`config.mk`:
```
export PLATFORM = sky130hd
export DESIGN_NAME = i2cm_regbank
export DESIGN_NICKNAME = d
export VERILOG_FILES = /design/src/rtl/i2cm_regbank_pkg.sv /design/src/rtl/i2cm_cfgreg.sv /design/src/rtl/i2cm_evflags.sv /design/src/rtl/i2cm_rdmux.sv /design/src/rtl/i2cm_regbank.sv
export SDC_FILE = /design/constraint.sdc
export NUM_CORES = 1
export LEC_CHECK = 0
export BUFFER_PORTS_ARGS = -buffer_cell sky130_fd_sc_hd__buf_2
export CORE_ASPECT_RATIO = 2
export CORE_UTILIZATION = 50
export DETAILED_ROUTE_END_ITERATION = 8
export HOLD_SLACK_MARGIN = 0.1
export PLACE_DENSITY = 0.85
export SLEW_MARGIN = 20
export SYNTH_ARGS = -nofsm -noshare
export SYNTH_HDL_FRONTEND = slang
export SYNTH_SLANG_ARGS = --single-unit
```
`constraint.sdc`:
```
create_clock -name clk -period 3.5 [get_ports clk]
set_input_delay 0.525 -clock clk [delete_from_list [all_inputs] [get_ports clk]]
set_output_delay 0.525 -clock clk [all_outputs]
set_load 0.005 [all_outputs]
```
`src/rtl/i2cm_regbank_pkg.sv`:
```
package i2cm_regbank_pkg;
   localparam int REG_W   = 8;
   localparam int ADDR_W  = 5;
   localparam int NUM_REG = 8;
   localparam int NUM_EV  = 10;
   localparam int DIV_W   = 12;

   typedef enum logic [2:0] {
      RS_CTRL  = 3'd0,
      RS_STAT1 = 3'd1,
      RS_STAT2 = 3'd2,
      RS_CLK   = 3'd3,
      RS_OWN1  = 3'd4,
      RS_OWN2  = 3'd5,
      RS_DATA  = 3'd6,
      RS_XCLK  = 3'd7
   } reg_sel_e;

   localparam int EV_SB    = 0;
   localparam int EV_BTF   = 1;
   localparam int EV_ADD10 = 2;
   localparam int EV_ENDAD = 3;
   localparam int EV_AF    = 4;
   localparam int EV_STOPF = 5;
   localparam int EV_ARLO  = 6;
   localparam int EV_BERR  = 7;
   localparam int EV_SCLF  = 8;
   localparam int EV_DDC   = 9;

   localparam int CTRL_IE = 0;
   localparam int CTRL_PE = 5;
endpackage

```
`src/rtl/i2cm_cfgreg.sv`:
```
module i2cm_cfgreg #(
   parameter int          W    = 8,
   parameter logic [W-1:0] RST  = '0,
   parameter logic [W-1:0] MASK = '1
) (
   input  logic         clk,
   input  logic         rst_n,
   input  logic         we_i,
   input  logic [W-1:0] wd_i,
   input  logic         ld_i,
   input  logic [W-1:0] ld_d_i,
   output logic [W-1:0] q_o
);
   logic [W-1:0] q_r;

   always_ff @(posedge clk) begin
      if (!rst_n)     q_r <= RST & MASK;
      else if (we_i)  q_r <= wd_i & MASK;
      else if (ld_i)  q_r <= ld_d_i & MASK;
   end

   assign q_o = q_r;
endmodule

```
`src/rtl/i2cm_evflags.sv`:
```
module i2cm_evflags #(
   parameter int N = 10
) (
   input  logic         clk,
   input  logic         rst_n,
   input  logic [N-1:0] set_i,
   input  logic [N-1:0] clr_i,
   output logic [N-1:0] flag_o,
   output logic         any_o
);
   logic [N-1:0] flag_r;

   for (genvar g = 0; g < N; g++) begin : g_flag
      // set dominates a clear arriving in the same cycle
      always_ff @(posedge clk) begin
         if (!rst_n) flag_r[g] <= 1'b0;
         else        flag_r[g] <= set_i[g] | (flag_r[g] & ~clr_i[g]);
      end
   end

   assign flag_o = flag_r;
   assign any_o  = |flag_r;
endmodule

```
`src/rtl/i2cm_rdmux.sv`:
```
module i2cm_rdmux #(
   parameter int DATA_W  = 32,
   parameter int REG_W   = 8,
   parameter int NUM_REG = 8,
   parameter bit DUP     = 1'b1,
   localparam int SEL_W  = $clog2(NUM_REG)
) (
   input  logic                     rd_i,
   input  logic [SEL_W-1:0]         sel_i,
   input  logic [NUM_REG*REG_W-1:0] regs_i,
   output logic [DATA_W-1:0]        rdata_o
);
   logic [REG_W-1:0] byte_w;

   assign byte_w = rd_i ? regs_i[sel_i*REG_W +: REG_W] : '0;

   if (DUP) begin : g_dup
      always_comb begin
         rdata_o                       = '0;
         rdata_o[REG_W-1:0]            = byte_w;
         rdata_o[2*REG_W +: REG_W]     = byte_w;
      end
   end else begin : g_single
      always_comb begin
         rdata_o            = '0;
         rdata_o[REG_W-1:0] = byte_w;
      end
   end
endmodule

```
`src/rtl/i2cm_regbank.sv`:
```
module i2cm_regbank
   import i2cm_regbank_pkg::*;
#(
   parameter int           DATA_W   = 32,
   parameter bit           RD_DUP   = 1'b1,
   parameter logic [7:0]   OWN2_RST = 8'h40
) (
   input  logic                clk,
   input  logic                rst_n,
   input  logic                sel_i,
   input  logic                wr_i,
   input  logic [ADDR_W-1:0]   addr_i,
   input  logic [DATA_W-1:0]   wdata_i,
   output logic [DATA_W-1:0]   rdata_o,
   input  logic [NUM_EV-1:0]   evt_pulse_i,
   input  logic                tra_i,
   input  logic                busy_i,
   input  logic                adsl_i,
   input  logic                msl_i,
   input  logic                rx_load_i,
   input  logic [REG_W-1:0]    rx_byte_i,
   output logic                irq_o,
   output logic [REG_W-1:0]    ctrl_o,
   output logic [DIV_W-1:0]    clk_div_o,
   output logic                fast_o,
   output logic [2:0]          freq_sel_o,
   output logic [REG_W+1:0]    own_addr_o,
   output logic [REG_W-1:0]    tx_byte_o,
   output logic                tx_load_o
);
   localparam logic [REG_W-1:0] OWN2_MASK = 8'hE6;
   localparam logic [REG_W-1:0] XCLK_MASK = 8'h1F;
   localparam int               SEL_W     = $clog2(NUM_REG);

   if (DATA_W < REG_W) begin : g_bad_width
      $error("DATA_W must hold one register byte");
   end
   if (RD_DUP && DATA_W < 3*REG_W) begin : g_bad_dup
      $error("lane duplication needs DATA_W of at least 24");
   end

   // access decode
   reg_sel_e         rsel;
   logic             acc_wr, acc_rd;
   logic [REG_W-1:0] wbyte;
   logic             unused_bits;

   assign rsel        = reg_sel_e'(addr_i[4:2]);
   assign acc_wr      = sel_i & wr_i;
   assign acc_rd      = sel_i & ~wr_i;
   assign wbyte       = wdata_i[REG_W-1:0];
   assign unused_bits = ^{addr_i[1:0], wdata_i[DATA_W-1:REG_W]};

   logic cr_we, clk_we, own1_we, own2_we, dr_we, xclk_we, dr_rd, pe_off;
   assign cr_we   = acc_wr & (rsel == RS_CTRL);
   assign clk_we  = acc_wr & (rsel == RS_CLK);
   assign own1_we = acc_wr & (rsel == RS_OWN1);
   assign own2_we = acc_wr & (rsel == RS_OWN2);
   assign dr_we   = acc_wr & (rsel == RS_DATA);
   assign xclk_we = acc_wr & (rsel == RS_XCLK);
   assign dr_rd   = acc_rd & (rsel == RS_DATA);
   assign pe_off  = cr_we & ~wbyte[CTRL_PE];

   // writable registers
   logic [REG_W-1:0] cr_q, clk_q, own1_q, own2_q, dr_q, xclk_q;

   i2cm_cfgreg #(.W(REG_W), .RST('0), .MASK('1)) u_cr (
      .clk(clk), .rst_n(rst_n), .we_i(cr_we), .wd_i(wbyte),
      .ld_i(1'b0), .ld_d_i('0), .q_o(cr_q));
   i2cm_cfgreg #(.W(REG_W), .RST('0), .MASK('1)) u_clk (
      .clk(clk), .rst_n(rst_n), .we_i(clk_we), .wd_i(wbyte),
      .ld_i(1'b0), .ld_d_i('0), .q_o(clk_q));
   i2cm_cfgreg #(.W(REG_W), .RST('0), .MASK('1)) u_own1 (
      .clk(clk), .rst_n(rst_n), .we_i(own1_we), .wd_i(wbyte),
      .ld_i(1'b0), .ld_d_i('0), .q_o(own1_q));
   i2cm_cfgreg #(.W(REG_W), .RST(OWN2_RST), .MASK(OWN2_MASK)) u_own2 (
      .clk(clk), .rst_n(rst_n), .we_i(own2_we), .wd_i(wbyte),
      .ld_i(1'b0), .ld_d_i('0), .q_o(own2_q));
   i2cm_cfgreg #(.W(REG_W), .RST('0), .MASK(XCLK_MASK)) u_xclk (
      .clk(clk), .rst_n(rst_n), .we_i(xclk_we), .wd_i(wbyte),
      .ld_i(1'b0), .ld_d_i('0), .q_o(xclk_q));
   i2cm_cfgreg #(.W(REG_W), .RST('0), .MASK('1)) u_dr (
      .clk(clk), .rst_n(rst_n), .we_i(dr_we), .wd_i(wbyte),
      .ld_i(rx_load_i), .ld_d_i(rx_byte_i), .q_o(dr_q));

   // event clearing rules
   logic [NUM_EV-1:0] ev_clr, ev_flag;
   logic              ev_any;

   always_comb begin
      ev_clr            = {NUM_EV{cr_we}};
      ev_clr[EV_SB]     = dr_we | pe_off;
      ev_clr[EV_ADD10]  = dr_we | pe_off;
      ev_clr[EV_BTF]    = (dr_we & tra_i) | (dr_rd & ~tra_i) | pe_off;
   end

   i2cm_evflags #(.N(NUM_EV)) u_flags (
      .clk(clk), .rst_n(rst_n), .set_i(evt_pulse_i), .clr_i(ev_clr),
      .flag_o(ev_flag), .any_o(ev_any));

   // status assembly
   logic [REG_W-1:0] sr1_w, sr2_w;
   assign sr1_w = {ev_any, ev_flag[EV_ADD10], tra_i, busy_i,
                   ev_flag[EV_BTF], adsl_i, msl_i, ev_flag[EV_SB]};
   assign sr2_w = {ev_flag[EV_SCLF], 1'b0, ev_flag[EV_ENDAD], ev_flag[EV_AF],
                   ev_flag[EV_STOPF], ev_flag[EV_ARLO], ev_flag[EV_BERR],
                   ev_flag[EV_DDC]};

   i2cm_rdmux #(.DATA_W(DATA_W), .REG_W(REG_W), .NUM_REG(NUM_REG), .DUP(RD_DUP)) u_rd (
      .rd_i(acc_rd),
      .sel_i(SEL_W'(rsel)),
      .regs_i({xclk_q, dr_q, own2_q, own1_q, clk_q, sr2_w, sr1_w, cr_q}),
      .rdata_o(rdata_o));

   // engine-side outputs
   logic tx_load_q;
   always_ff @(posedge clk) begin
      if (!rst_n) tx_load_q <= 1'b0;
      else        tx_load_q <= dr_we;
   end

   assign irq_o      = cr_q[CTRL_IE] & ev_any;
   assign ctrl_o     = cr_q;
   assign clk_div_o  = {xclk_q[4:0], clk_q[6:0]};
   assign fast_o     = clk_q[7];
   assign freq_sel_o = own2_q[7:5];
   assign own_addr_o = {own2_q[2:1], own1_q};
   assign tx_byte_o  = dr_q;
   assign tx_load_o  = tx_load_q;
endmodule

```
==> results.md <==
- DRT iter0 DRCs: 133
- Post-DP HPWL: roughly 5.7 mm
- Worst hold path class: primary input to register
- Cell area after synthesis: roughly 0.003 mm²
- Max Clock Skew: 0 ns
- DRC: 0
- Hold Vio Cnt, Final: 0
- H-tree depth: 2
- EDFF count, synth: 0
- Fin crit share: 75.0%
- CTS Sinks: 53
- Final min period: 2.62 ns
- Critical path required time: 2.97 ns
- Layout cell share with drive strength beyond 1: 31.4%
- FP Rows: 39
- Clk slew on worst S/H paths: 0.06 ns
- Setup Viol. Count Final: 0
- WL/cell: 17.7 µm
- Post-layout nets: 453
- Total track usage: 26.0%
- Unique cell type count in the Yosys netlist: 43
- CTS Buffer Depth: 2
- Initial antenna violation count: 0
- First-pass GRT wire length: 12.4 mm
- Port bufs: 97
- Worst skew pair latency: 0.29 ns
- Crit. End Element: output pin
- Cells on Worst Hold Path: 3
- Post-DR vias/cell: between 6 and 7
- First-pass DRT Iterations: 6
- Mapped Avg Cell Area: between 9 and 10 µm²
- Slew Limit Fails: 0
- Synthesized instance count: 321
- Chip width: 56.1 µm
- Max-cap violations: 0
- Die Height: 110 µm
- RD Place Congestion: 0.883
- Post-CTS setup buffer count: 0
- Routed WL: 7.97 mm
- TritonCTS clock tree: yes
- Area Overhead vs Synth: 15.4%
- Core ar.: ~0.0057 mm²
- Vias in the first global route: between 2k and 3k
- Critical Path Fanout Max: 23
- Leak: 1.47 nW
- Setup total negative slack: 0 ns
- Async S/R FF share, synth: 0%
- Status: completed
- N_diodes: 0
- Maximum operating frequency: 0.381 GHz
- Root Buffer: clkbuf_16
- CP startpoint kind: primary input
- Initial Util: 51.7%
- Relative slew slack: around 41%
- VDD IR max: ~0.00034 V
- CP Class: primary input to output pin
- Final worst slack: 0.876 ns
- Ys flop type: dfxtp_1
- # hold bufs at CTS: 0
- Via Count: 2724
- TritonCTS buffer count: 5
- IO Pins: 140
- Share of the yosys chip area belonging to registers: 36.3%
- DIE AREA: 0.00618 mm²
- Worst reg-to-reg path cell count: 3
- Synth warn: 0
- # resized after CTS: 0
- Number of synthesized register bits: 53
- Grt total ovfl: 0
- RSZ-0062 raised after global routing: no
- PD cells: 391 mW/mm²
- Pre-CTS setup slack: 0.894 ns
- Slew @ Worst Pin: 0.878 ns
- Worst path arrival time: 2.10 ns
- Final hold slack: 0.430 ns
- Largest net degree at the start of global routing: 56
- Post-DRT Antenna Nets: 0
[metal layers]
| layer | GRT usage, % | vias to the layer above | wire length [µm] |
|---|---|---|---|
| met3 | 4.08 | 17 | 543 |
| met2 | 45.4 | 140 | 4260 |
| li1 | - | 1279 | - |
| met5 | 0 | - | 0 |
| met4 | 15.3 | 0 | 249 |
| met1 | 29.6 | 1288 | 2920 |
[cell type report]
cell class	instances	area, µm²
clock buffers	7	143
well taps	61	76.3
flip-flops and latches	53	1060
repair buffers	101	515
inverters	2	7.51
multi-input cells	226	1570
fillers	501	2290
[worst max-delay path, stage by stage]
cell	delay, ns
buf_2	0.42
nor2b_1	0.55
a2bb2oi_1	0.14
o21ai_0	0.28
buf_2	0.17
[placed cells by master (no fill, tap or decap), types with 3 or more instances in the layout]
cell	synthesis	routed
o31ai_1	3	3
conb_1	1	16
o311a_1	8	8
clkbuf_16	0	5
o21ai_0	46	46
nand3_1	36	36
o21a_1	7	7
mux4_2	8	8
a2bb2oi_1	6	6
nor2_1	3	3
a21boi_0	37	37
nand2_1	10	10
buf_2	11	97
dfxtp_1	53	53
a21boi_1	4	4
mux2i_1	14	14
buf_4	27	4
[metrics by stage]
| stage | utilization [%] | instances | cell area (µm²) | total power, mW |
|---|---|---|---|---|
| after floorplan | - | 336 | 2980 | 0.785 |
| after global placement | 57.1 | 443 | 3230 | 0.833 |
| after global routing | 59.6 | 450 | 3370 | 1.36 |
| after CTS | 59.6 | 450 | 3370 | 1.32 |
| after detailed placement | 57.1 | 443 | 3230 | 0.837 |
| final | 59.6 | 450 | 3370 | 1.32 |
[registers in the layout, summed over array words and instances (netlist names)]
register	cells
u_flags.flag_o	10
u_clk.q_o	8
u_cr.q_o	8
u_dr.q_o	8
u_own1.q_o	8
u_own2.q_o	5
u_xclk.q_o	5
tx_load_o	1
[cells by family after synthesis]
group	count (synthesis)	synth area share (%)
AO/OA/AOI/OAI	119	27.5
other	1	0.128
buffers and inverters	57	11.9
AND/OR/NAND/NOR	66	12.1
XOR/XNOR	1	0.299
flip-flops	53	36.3
multiplexers	24	11.7
[synth_stat cells, types with 3 or more instances]
library cell,n,share of area (%)
dfxtp_1,53,36
o31ai_1,3,0.77
a21boi_1,4,1.0
nand3_1,36,6.2
nor2_1,3,0.38
clkbuf_1,10,1.3
o21ai_0,46,7.9
buf_2,11,1.9
mux4_2,8,6.2
nand2_1,10,1.3
mux2i_1,14,4.8
a2bb2oi_1,6,1.8
buf_4,27,6.9
o21a_1,7,1.8
o311a_1,8,2.7
a21boi_0,37,9.5
clkbuf_2,4,0.68
[power breakdown]
part	internal, mW	total [mW]	switching [mW]	leakage (nW)
registers	0.624	0.640	0.0167	0.433
logic	0.0810	0.186	0.105	0.964
clock network	0.281	0.493	0.212	0.0700
total	0.986	1.32	0.333	1.47
[path summary, 6_finish.rpt]
check                      start                 to  slack [ns]
hold reg to reg    u_own1.q_o[1]      u_own1.q_o[1]        0.50
hold / removal    evt_pulse_i[2]  u_flags.flag_o[2]        0.43
setup / recovery       addr_i[2]         rdata_o[5]        0.88
setup reg to reg     u_dr.q_o[1]        u_dr.q_o[1]        2.68
Power figures use the tool's default switching activity.
